## src/rtl/sbr_pkg.sv

```systemverilog
package sbr_pkg;

    localparam int SBR_MSG_MAX   = 256;
    localparam int SBR_CHUNK_MAX = 44;
    localparam int SBR_STAT_SPAN = 16;
    localparam int SBR_RDY_BIT   = 4;
    localparam int SBR_HDR_BYTES = 3;
    localparam logic [7:0] SBR_HDR_LINK = 8'h10;

    typedef enum logic [1:0] {
        SEG_IDLE  = 2'd0,
        SEG_BUILD = 2'd1,
        SEG_WAIT  = 2'd2
    } seg_state_e;

    typedef struct packed {
        logic       first;
        logic       last;
        logic       seq;
        logic [5:0] body_len;
    } chunk_hdr_t;

    function automatic logic [7:0] crc8_byte(input logic [7:0] acc, input logic [7:0] din);
        logic [7:0] c;
        c = acc ^ din;
        for (int b = 0; b < 8; b++) begin
            c = c[7] ? ((c << 1) ^ 8'hD5) : (c << 1);
        end
        return c;
    endfunction

endpackage

```

## src/rtl/sbr_hdr_crc4.sv

```systemverilog
module sbr_hdr_crc4 (
    input  logic [19:0] nibbles,
    output logic [3:0]  crc
);
    always_comb begin
        logic [3:0] c;
        logic       fb;
        c = 4'h0;
        for (int k = 19; k >= 0; k--) begin
            fb = c[3] ^ nibbles[k];
            c  = {c[2:0], 1'b0} ^ (fb ? 4'h3 : 4'h0);
        end
        crc = c;
    end
endmodule

```

## src/rtl/sbr_data_crc8.sv

```systemverilog
module sbr_data_crc8 import sbr_pkg::*; (
    input  logic       clk,
    input  logic       rst,
    input  logic       clr,
    input  logic       step,
    input  logic [7:0] din,
    output logic [7:0] crc_nxt
);
    logic [7:0] acc_q;

    assign crc_nxt = crc8_byte(acc_q, din);

    always_ff @(posedge clk) begin
        if (rst || clr) acc_q <= 8'h00;
        else if (step)  acc_q <= crc_nxt;
    end
endmodule

```

## src/rtl/sbr_evt_status.sv

```systemverilog
module sbr_evt_status #(
    parameter int SPAN    = 16,
    parameter int RDY_BIT = 4
) (
    input  logic       clk,
    input  logic       rst,
    input  logic       load,
    input  logic [7:0] port_cnt,
    input  logic       wr_en,
    input  logic [7:0] wr_off,
    input  logic [7:0] wr_data,
    input  logic [7:0] rd_off,
    output logic [7:0] rd_byte,
    output logic       rdy
);
    localparam int NBYTES = 3;

    logic [7:0] stat_q [NBYTES];

    assign rdy = stat_q[1][RDY_BIT];

    always_ff @(posedge clk) begin
        if (rst) begin
            for (int i = 0; i < NBYTES; i++) stat_q[i] <= 8'h00;
        end else if (load) begin
            stat_q[0] <= port_cnt;
            stat_q[1] <= 8'(1 << RDY_BIT);
            stat_q[2] <= 8'h00;
        end else if (wr_en && wr_off < 8'(NBYTES)) begin
            stat_q[wr_off[1:0]] <= stat_q[wr_off[1:0]] & ~wr_data;
        end
    end

    always_comb begin
        rd_byte = 8'h00;
        if (rd_off < 8'(NBYTES)) rd_byte = stat_q[rd_off[1:0]];
    end

    a_r7_clear_needs_w1c: assert property (@(posedge clk) disable iff (rst)
        $fell(rdy) |-> $past(wr_en && wr_off == 8'd1 && wr_data[RDY_BIT]));

    a_r9_range_guard: assert property (@(posedge clk) disable iff (rst)
        wr_en |-> wr_off < 8'(SPAN));
endmodule

```

## src/rtl/sbr_reply_segmenter.sv

```systemverilog
module sbr_reply_segmenter import sbr_pkg::*; #(
    parameter int MSG_MAX   = SBR_MSG_MAX,
    parameter int CHUNK_MAX = SBR_CHUNK_MAX,
    parameter int STAT_SPAN = SBR_STAT_SPAN,
    parameter int RDY_BIT   = SBR_RDY_BIT,
    localparam int AW = $clog2(MSG_MAX),
    localparam int LW = $clog2(MSG_MAX + 1),
    localparam int CW = $clog2(CHUNK_MAX + 2)
) (
    input  logic          clk,
    input  logic          rst,
    input  logic          msg_we,
    input  logic [AW-1:0] msg_waddr,
    input  logic [7:0]    msg_wdata,
    input  logic          start,
    input  logic [LW-1:0] start_len,
    input  logic          start_seq,
    input  logic [7:0]    port_cnt,
    input  logic          h_rd,
    input  logic          h_wr,
    input  logic [8:0]    h_addr,
    input  logic [7:0]    h_wdata,
    output logic          h_ack_vld,
    output logic          h_nack,
    output logic [7:0]    h_rdata,
    input  logic          ctrl_we,
    input  logic [7:0]    ctrl_wdata,
    output logic          irq,
    output logic          busy
);
    logic [7:0]    msg_mem [MSG_MAX];
    seg_state_e    state_q;
    logic [LW-1:0] len_q, pos_q, remain;
    logic [CW-1:0] cnt_q, n_q, clen;
    logic [AW-1:0] base_q, rd_idx;
    logic          seq_q, first_q, last_q, irq_q, busy_q;
    logic [7:0]    dcrc_q, crc_nxt, build_byte;
    logic          abort, start_ok, last_step, rdy;
    chunk_hdr_t    hdr;
    logic [3:0]    hcrc;
    logic [7:0]    hdr_b1, hdr_b2, win_byte, stat_byte, off, rel;
    logic          in_stat, off_bad;

    always_ff @(posedge clk) begin
        if (msg_we) msg_mem[msg_waddr] <= msg_wdata;
    end

    assign remain     = len_q - pos_q;
    assign clen       = (remain > LW'(CHUNK_MAX)) ? CW'(CHUNK_MAX) : CW'(remain);
    assign rd_idx     = AW'(pos_q) + AW'(cnt_q);
    assign build_byte = msg_mem[rd_idx];
    assign abort      = ctrl_we && (ctrl_wdata == 8'h00);
    assign start_ok   = start && (state_q == SEG_IDLE) && (start_len != '0)
                        && (start_len <= LW'(MSG_MAX));
    assign last_step  = (state_q == SEG_BUILD) && (cnt_q == clen - CW'(1));

    sbr_data_crc8 u_dcrc (
        .clk(clk), .rst(rst), .clr(state_q != SEG_BUILD),
        .step(state_q == SEG_BUILD), .din(build_byte), .crc_nxt(crc_nxt)
    );

    always_ff @(posedge clk) begin
        if (rst) begin
            state_q <= SEG_IDLE;
            len_q <= '0; pos_q <= '0; cnt_q <= '0; n_q <= '0; base_q <= '0;
            seq_q <= 1'b0; first_q <= 1'b0; last_q <= 1'b0;
            dcrc_q <= 8'h00; irq_q <= 1'b0; busy_q <= 1'b0;
        end else if (abort) begin
            state_q <= SEG_IDLE;
            irq_q   <= 1'b0;
            busy_q  <= 1'b0;
        end else begin
            irq_q <= 1'b0;
            case (state_q)
                SEG_IDLE: if (start_ok) begin
                    len_q   <= start_len;
                    seq_q   <= start_seq;
                    pos_q   <= '0;
                    cnt_q   <= '0;
                    busy_q  <= 1'b1;
                    state_q <= SEG_BUILD;
                end
                SEG_BUILD: if (last_step) begin
                    base_q  <= AW'(pos_q);
                    n_q     <= clen;
                    first_q <= (pos_q == '0);
                    last_q  <= (pos_q + LW'(clen) == len_q);
                    pos_q   <= pos_q + LW'(clen);
                    dcrc_q  <= crc_nxt;
                    irq_q   <= 1'b1;
                    state_q <= SEG_WAIT;
                end else begin
                    cnt_q <= cnt_q + CW'(1);
                end
                SEG_WAIT: if (!rdy) begin
                    cnt_q <= '0;
                    if (pos_q == len_q) begin
                        state_q <= SEG_IDLE;
                        busy_q  <= 1'b0;
                    end else begin
                        state_q <= SEG_BUILD;
                    end
                end
                default: state_q <= SEG_IDLE;
            endcase
        end
    end

    assign irq  = irq_q;
    assign busy = busy_q;

    // Host access decode
    assign in_stat = h_addr[8];
    assign off     = h_addr[7:0];
    assign off_bad = in_stat && (off >= 8'(STAT_SPAN));

    sbr_evt_status #(.SPAN(STAT_SPAN), .RDY_BIT(RDY_BIT)) u_stat (
        .clk(clk), .rst(rst), .load(last_step && !abort), .port_cnt(port_cnt),
        .wr_en(h_wr && in_stat && !off_bad), .wr_off(off), .wr_data(h_wdata),
        .rd_off(off), .rd_byte(stat_byte), .rdy(rdy)
    );

    // Reply window: header, payload mapped onto the buffer, data CRC
    assign hdr.first    = first_q;
    assign hdr.last     = last_q;
    assign hdr.seq      = seq_q;
    assign hdr.body_len = 6'(n_q + CW'(1));
    assign hdr_b1 = {2'b00, hdr.body_len};

    sbr_hdr_crc4 u_hcrc (
        .nibbles({SBR_HDR_LINK, hdr_b1, hdr.first, hdr.last, 1'b0, hdr.seq}),
        .crc(hcrc)
    );

    assign hdr_b2 = {hdr.first, hdr.last, 1'b0, hdr.seq, hcrc};
    assign rel    = off - 8'(SBR_HDR_BYTES);

    always_comb begin
        win_byte = 8'h00;
        if (off == 8'd0)                      win_byte = SBR_HDR_LINK;
        else if (off == 8'd1)                 win_byte = hdr_b1;
        else if (off == 8'd2)                 win_byte = hdr_b2;
        else if (rel < 8'(n_q))               win_byte = msg_mem[base_q + AW'(rel)];
        else if (rel == 8'(n_q))              win_byte = dcrc_q;
    end

    always_ff @(posedge clk) begin
        if (rst) begin
            h_ack_vld <= 1'b0;
            h_nack    <= 1'b0;
            h_rdata   <= 8'h00;
        end else begin
            h_ack_vld <= h_rd || h_wr;
            h_nack    <= (h_rd || h_wr) && off_bad;
            h_rdata   <= (h_rd && !off_bad) ? (in_stat ? stat_byte : win_byte) : 8'h00;
        end
    end

    a_r6_irq_one_cycle: assert property (@(posedge clk) disable iff (rst)
        irq |=> !irq);

    a_r6_irq_with_ready: assert property (@(posedge clk) disable iff (rst)
        irq |-> (rdy && busy));

    a_r8_abort_idles: assert property (@(posedge clk) disable iff (rst)
        abort |=> (!busy && !irq));

    a_r2_chunk_cap: assert property (@(posedge clk) disable iff (rst)
        irq |-> (n_q != '0 && n_q <= CW'(CHUNK_MAX)));

    a_r10_busy_release: assert property (@(posedge clk) disable iff (rst)
        $fell(busy) |-> ($past(abort) || !rdy));

    a_r9_nack_range: assert property (@(posedge clk) disable iff (rst)
        (h_ack_vld && h_nack) |-> $past(h_addr[8] && h_addr[7:0] >= 8'(STAT_SPAN)));
endmodule

```

## config.mk

```make
export PLATFORM = sky130hd
export DESIGN_NAME = sbr_reply_segmenter
export DESIGN_NICKNAME = d
export VERILOG_FILES = /design/src/rtl/sbr_pkg.sv /design/src/rtl/sbr_hdr_crc4.sv /design/src/rtl/sbr_data_crc8.sv /design/src/rtl/sbr_evt_status.sv /design/src/rtl/sbr_reply_segmenter.sv
export SDC_FILE = /design/constraint.sdc
export NUM_CORES = 2
export LEC_CHECK = 0
export BUFFER_PORTS_ARGS = -buffer_cell sky130_fd_sc_hd__clkbuf_2
export CAP_MARGIN = 20
export CORE_MARGIN = 1.5
export CORE_UTILIZATION = 50
export CTS_CLUSTER_SIZE = 25
export DETAILED_ROUTE_END_ITERATION = 16
export PLACE_DENSITY = 0.66
export SKIP_LAST_GASP = 1
export SYNTH_ARGS = -nofsm -noshare
export SYNTH_HDL_FRONTEND = slang
export SYNTH_SLANG_ARGS = --single-unit
```

## constraint.sdc

```tcl
create_clock -name clk -period 12.01 [get_ports clk]
set_input_delay 3.0025 -clock clk [delete_from_list [all_inputs] [get_ports clk]]
set_output_delay 3.0025 -clock clk [all_outputs]
set_load 0.05 [all_outputs]
```

# ---- Word level (Yosys, flattened, before mapping)
# Memories as Yosys holds them, arrays and structs flattened.
# Index checks and enable logic that the tools add are counted.
# W data, S select, Z words.
dict set report totals {
  mem_count 2
  output_inout_bits 12
  inputBits 66
  mem_bits_rw 2072
  regBits 71
  elab_cells 174
}
# name words width rd rd_clocked_by_memory_dff write_ports line
set mem_list {}
lappend mem_list {msg_mem 256 8 2 0 1 sbr_reply_segmenter.sv:31} ;# logic [7:0] msg_mem [MSG_MAX];
lappend mem_list {u_stat.stat_q 3 8 2 0 3 sbr_evt_status.sv:18} ;# logic [7:0] stat_q [NBYTES];
dict set report classes {
  n_reduce_logical 34
  bitwise_logic 35
  n_mux 60
  magnitude_cmp 5
  eq_ne 14
  add_sub_neg 8
}
# op n
set op_table {}
lappend op_table {{$mux W8} 19}
lappend op_table {{$not A5 Y5} 8}
lappend op_table {{$xor A4 B4 Y4} 8}
lappend op_table {{$mux W2} 14}
lappend op_table {{$mux W6} 4}
lappend op_table {{$eq A9 B9 Y1} 2}
lappend op_table {{$mux W9} 2}
lappend op_table {{$pmux W6 S3} 1}
lappend op_table {{$pmux W9 S2} 1}
lappend op_table {{$mux W1} 17}
lappend op_table {{$logic_not A8 Y1} 2}
lappend op_table {{$add A6 B1 Y6 const B} 2}
lappend op_table {{$logic_and A1 B1 Y1} 12}
lappend op_table {{$ne A2 B2 Y1 const B} 5}
lappend op_table {{$add A9 B6 Y9} 1}
lappend op_table {{$gt A9 B6 Y1 const B} 1}
lappend op_table {{$le A9 B9 Y1 const B} 1}
lappend op_table {{$logic_not A9 Y1} 1}
lappend op_table {{$reduce_and A3 Y1} 3}
lappend op_table {{$reduce_bool A9 Y1} 1}
lappend op_table {{$sub A9 B9 Y9} 1}
lappend op_table {{$add A8 B6 Y8} 1}
lappend op_table {{$add A8 B8 Y8} 1}
lappend op_table {{$and A8 B8 Y8} 1}
lappend op_table {{31 further kinds} 47}

# ---- Logic depth before layout (Yosys ltp)
dict set report depth {
  depth_word 33
  mapped_depth 24
  depth_no_buf 24
}

# ---- Cells and area by module
# From an unflattened synthesis, not the netlist that was laid out.
dict set report hier_totals {
  hier_cells 5098
  area_unflattened_um2 103236.5
}
# module area_each_um2 seq_area_each_um2 n_inst cells_each
set modules_own_cells {}
lappend modules_own_cells {sbr_reply_segmenter 100263.7 62760.2 1 4865}
lappend modules_own_cells {sbr_evt_status 1906.8 960.9 1 143}
lappend modules_own_cells {sbr_data_crc8 633.1 160.2 1 60}
lappend modules_own_cells {sbr_hdr_crc4 432.9 0.0 1 30}

# ---- Least setup slack after synthesis
# Ideal clock, no wire load.
dict set report synth_timing {
  path_kind {input port to flip-flop}
  startpoint {in h_addr[0]}
  endpoint {reg h_rdata[0]}
  path_buffers 5
  required_time_ns 11.886
  t_arrival_ns 7.232
  slack_ns 4.654
  path_stages 20
  cell_sequence {clkbuf_1 inv_1 ha_1 inv_1 fa_1 clkbuf_1 clkbuf_1 clkbuf_1 clkbuf_1 mux4_2 nand2_1 nand3_1 nand3_1 a31oi_1 a211oi_1 a311oi_1 a311oi_1 o22ai_1 a22oi_1 nor2_1}
}
dict set report synth_between {
  elab_chain_cells 8
  elab_cells_between_ends 23
  classes_between {add/sub (2); order compare (3); eq/ne (3); mux (7); bitwise (1); reduce/logical (5); memory (2)}
}
# item line
set synth_lines {}
lappend synth_lines {{start, declared} sbr_reply_segmenter.sv:21} ;# input logic [8:0] h_addr,
lappend synth_lines {{$sub A8 B2 Y8} sbr_reply_segmenter.sv:136} ;# assign rel = off - 8'(SBR_HDR_BYTES);
lappend synth_lines {{$add A8 B8 Y8 or $eq A8 B6 Y1 (tied branches)} {sbr_reply_segmenter.sv:143, sbr_reply_segmenter.sv:144}}
lappend synth_lines {{$mem_v2 Z256 W8 or $mux W8 (tied branches)} -}
lappend synth_lines {{$mux W8} sbr_reply_segmenter.sv:143} ;# else if (rel < 8'(n_q)) win_byte = msg_mem[base_q + AW'(rel)];
lappend synth_lines {{$mux W8} sbr_reply_segmenter.sv:142} ;# else if (off == 8'd2) win_byte = hdr_b2;
lappend synth_lines {{$mux W8} sbr_reply_segmenter.sv:141} ;# else if (off == 8'd1) win_byte = hdr_b1;
lappend synth_lines {{$mux W8} sbr_reply_segmenter.sv:140} ;# if (off == 8'd0) win_byte = SBR_HDR_LINK;
lappend synth_lines {{$mux W8} sbr_reply_segmenter.sv:155} ;# h_rdata <= (h_rd && !off_bad) ? (in_stat ? stat_byte : win_byte) : 8'h00;
lappend synth_lines {{end signal, assigned} sbr_reply_segmenter.sv:155}
lappend synth_lines {{end, declared} sbr_reply_segmenter.sv:25} ;# output logic [7:0] h_rdata,
# Parallel ways exist; a longest one is shown, timed or not.
# A chain may end at the register's enable or synchronous reset.

# ---- Worst setup path after layout
dict set report layout_timing {
  startpoint {in h_addr[0]}
  endpoint {reg h_rdata[4]}
}
# Same word-level chain as after synthesis.

==> metrics <==
period utilisation layout 0.751; hold_buf cts 0; Worst Path Arrival 9820 ps; initial antenna violation count 18; post_cts resized 0; Top Ports 78; Post-Layout Cell Count 8663; worst path bufs/invs 4; Crit-path slowest cell fa_4; CTS Buf Count 219; MaxCap Viol Count 0; CP startpoint h_addr[0]; port bufs 77; Yosys cell types 89; unrepaired setup endpoints after global routing no; Setup CP Type input pin to register; core area 205000 um^2; setup tns final 0 ps; crit end category register; Placed Instances 8221; crit path cell chain clkbuf_2 -> inv_1 -> ha_1 -> inv_1 -> fa_4 -> buf_12 -> mux4_2 -> nand2_1 -> and3_1 -> a311oi_1 -> nor4_2 -> a311oi_1 -> a211oi_1 -> a311oi_1 -> a31oi_1 -> a21oi_1 -> o21bai_1 -> a21oi_1; CP most frequent cell a311oi_1; clock transition at the registers of the reported paths 60 ps; Syn Inst Count 5713; CTS sink count 2151; Mapped Avg Cell Area 18.1 um^2; Root Buffer clkbuf_16; Max Fclk 111 MHz; Crit Path Max Fanout 70; outcome finished, final reports clean; final hold vios 0; initial core utilization 0.504; floorplan row count 166; Syn-to-layout area delta 10.7%; r2r startpoint cnt_q[0]; delay-heaviest family, CP compound AO/OA/AOI/OAI gates; CTS H-tree depth 4; routability cong. 0.945; post-DP HPWL 201 mm; Warnings, synthesis 0; first-pass GRT wire length 456 mm; Layout fillers 15400; Wirelength per Cell 37.0 um; Clk Latency, worst-skew pair 880 ps; GRT overflow 0; share of layout cells above drive strength 1 0.301; Rel. slew slack 0.160; leading area contributor after synthesis edfxtp_1; worst reg-to-reg setup slack 4850 ps; flops & latches, synth 2151; Seq/Total Area, Yosys 0.619; final wirelength 320 mm; Detailed Route Iter0 Violations 9091; drt first pass iters 6; HP Class register to register; worst vdd ir 0.151 mV; Setup-failing EPs final 0; largest cells by area after synthesis edfxtp_1 (61%), mux4_2 (25%), nand2_1 (2.0%); Leakage 35.7 nW; slowest cell delay on critical path 1190 ps; DR vias 62000; Hold Crit Start dcrc_q[7]; worst slew pin tran 1250 ps; fraction of registers with async set/reset 0; Die ar. 209000 um^2; power density cells 152 nW/um^2; drt drc 0; Avg Vias per Cell 7.16; vias in the first global route 61000; fin nets 5883; Required @ worst endpoint 12810 ps; Die W 457 um; share of the synthesized area in the top cell type 0.605; Post-Syn Area 103000 um^2; EDFF count, synth 2080; Post-Route Skew 33.7 ps; Critical Path Start Type input pin; post-CTS setup buffers 0; min cycle time layout 9020 ps; CTS tree yes; largest net degree at the start of global routing 161; Vert. Die Dim 457 um; clock buffer depth 3; Final Max Slew Viols 0; main flop type after synthesis edfxtp_1; Post-DRT Antenna Nets 0; Total Routing Usage GR 0.306
-- path summary, 6_finish.rpt --
path,end,cells past startpoint
setup / recovery,h_rdata[4],18
hold / removal,dcrc_q[7],2
setup reg to reg,dcrc_q[7],16
hold reg to reg,dcrc_q[7],2
-- registers in the layout (all words and copies together) (netlist names), 6 cells and up --
signal,flops
msg_mem,2048
u_stat.stat_q,32
len_q,9
pos_q,9
base_q,8
dcrc_q,8
h_rdata,8
u_dcrc.acc_q,8
cnt_q,6
n_q,6
-- cells in the final DEF (no fill, tap or decap), types with 23 or more instances in the layout --
master | netlist | routed
a211oi_1 | 25 | 25
a21oi_1 | 43 | 43
a311oi_1 | 60 | 57
a31oi_1 | 46 | 46
and3_1 | 47 | 47
buf_12 | 5 | 26
buf_4 | 36 | 138
buf_6 | 23 | 23
bufinv_16 | 0 | 24
clkbuf_1 | 217 | 38
clkbuf_16 | 0 | 220
clkbuf_2 | 0 | 69
clkinv_1 | 1 | 61
clkinv_2 | 0 | 45
dfxtp_1 | 71 | 71
edfxtp_1 | 2080 | 2080
ha_1 | 39 | 37
inv_1 | 47 | 47
mux2i_1 | 56 | 56
mux4_2 | 1140 | 1140
nand2_1 | 546 | 545
nand3_1 | 266 | 262
nor2_1 | 347 | 344
o21ai_0 | 46 | 46
xnor2_1 | 56 | 49
xor2_1 | 30 | 27
-- kinds of logic (layout without fill, tap and decap cells) --
group                      after synthesis  count (layout)  synth area share
DFF                                   2151            2151             0.619
xor gates and xnor gates                97              97           0.00958
muxes                                 1228            1228             0.261
buffers and inverters                  482             729            0.0225
AOI/OAI and AO/OA                      361             361            0.0255
other                                    1              16         0.0000363
adders and majority gates               45              45           0.00570
and+or+nand+nor                       1348            1348            0.0569
-- through the flow --
stage / worst slack [ps] / hold WS (ps) / instance area, um^2 / util / power (mW)
after floorplan: 4650 / 425 / 103000 / - / 9.80
after global placement: 2180 / 435 / 107000 / 0.521 / 10.6
after detailed placement: 2370 / 444 / 107000 / 0.521 / 10.6
after CTS: 3270 / 453 / 114000 / 0.556 / 17.4
after global routing: 2920 / 481 / 114000 / 0.557 / 17.8
final: 2990 / 453 / 114000 / 0.558 / 17.4
-- worst reg2reg max path: stages (launching register included) --
cell	delay [ps]
dfxtp_1	460
ha_4	250
fa_4	810
buf_4	540
buf_4	660
mux4_2	510
and3_1	230
a211oi_1	190
a2111oi_0	120
or4b_1	610
a311oi_1	810
nand3_1	350
xnor2_2	340
xnor3_2	490
xnor2_4	280
xnor3_1	320
o21ai_1	130
-- synth_stat cells, types with 47 or more instances --
cell type and n:
mux4_2 1140, inv_1 47, dfxtp_1 71, nor2_1 347, buf_1 84, nand3_1 266
edfxtp_1 2080, a311oi_1 60, nand2_1 546, xnor2_1 56, clkbuf_1 217, and3_1 47
mux2i_1 56, buf_2 62
-- metal layers --
metal / vias up / GRT usage / share of wire
met5: - / 0 / 0.00021
met4: 12 / 0.132 / 0.048
met3: 739 / 0.0992 / 0.13
met2: 4750 / 0.455 / 0.45
met1: 32500 / 0.417 / 0.37
li1: 24000 / - / -
-- where the power goes --
part	switching [mW]	internal, mW
sequential	0.0212	8.26
combinational	1.42	0.842
clock	2.96	3.89
-- final cells by class --
class | count | area [um^2] | area share
Multi-Input combinational cell | 3087 | 37300 | 0.326
Antenna cell | 8 | 20.0 | 0.000175
Sequential cell | 2151 | 63900 | 0.559
Inverter | 48 | 180 | 0.00158
Timing Repair Buffer | 267 | 2320 | 0.0203
Clock buffer | 261 | 5690 | 0.0498
Tap cell | 2688 | 3360 | 0.0295
Clock inverter | 153 | 1460 | 0.0127
Power figures use the tool's default switching activity.
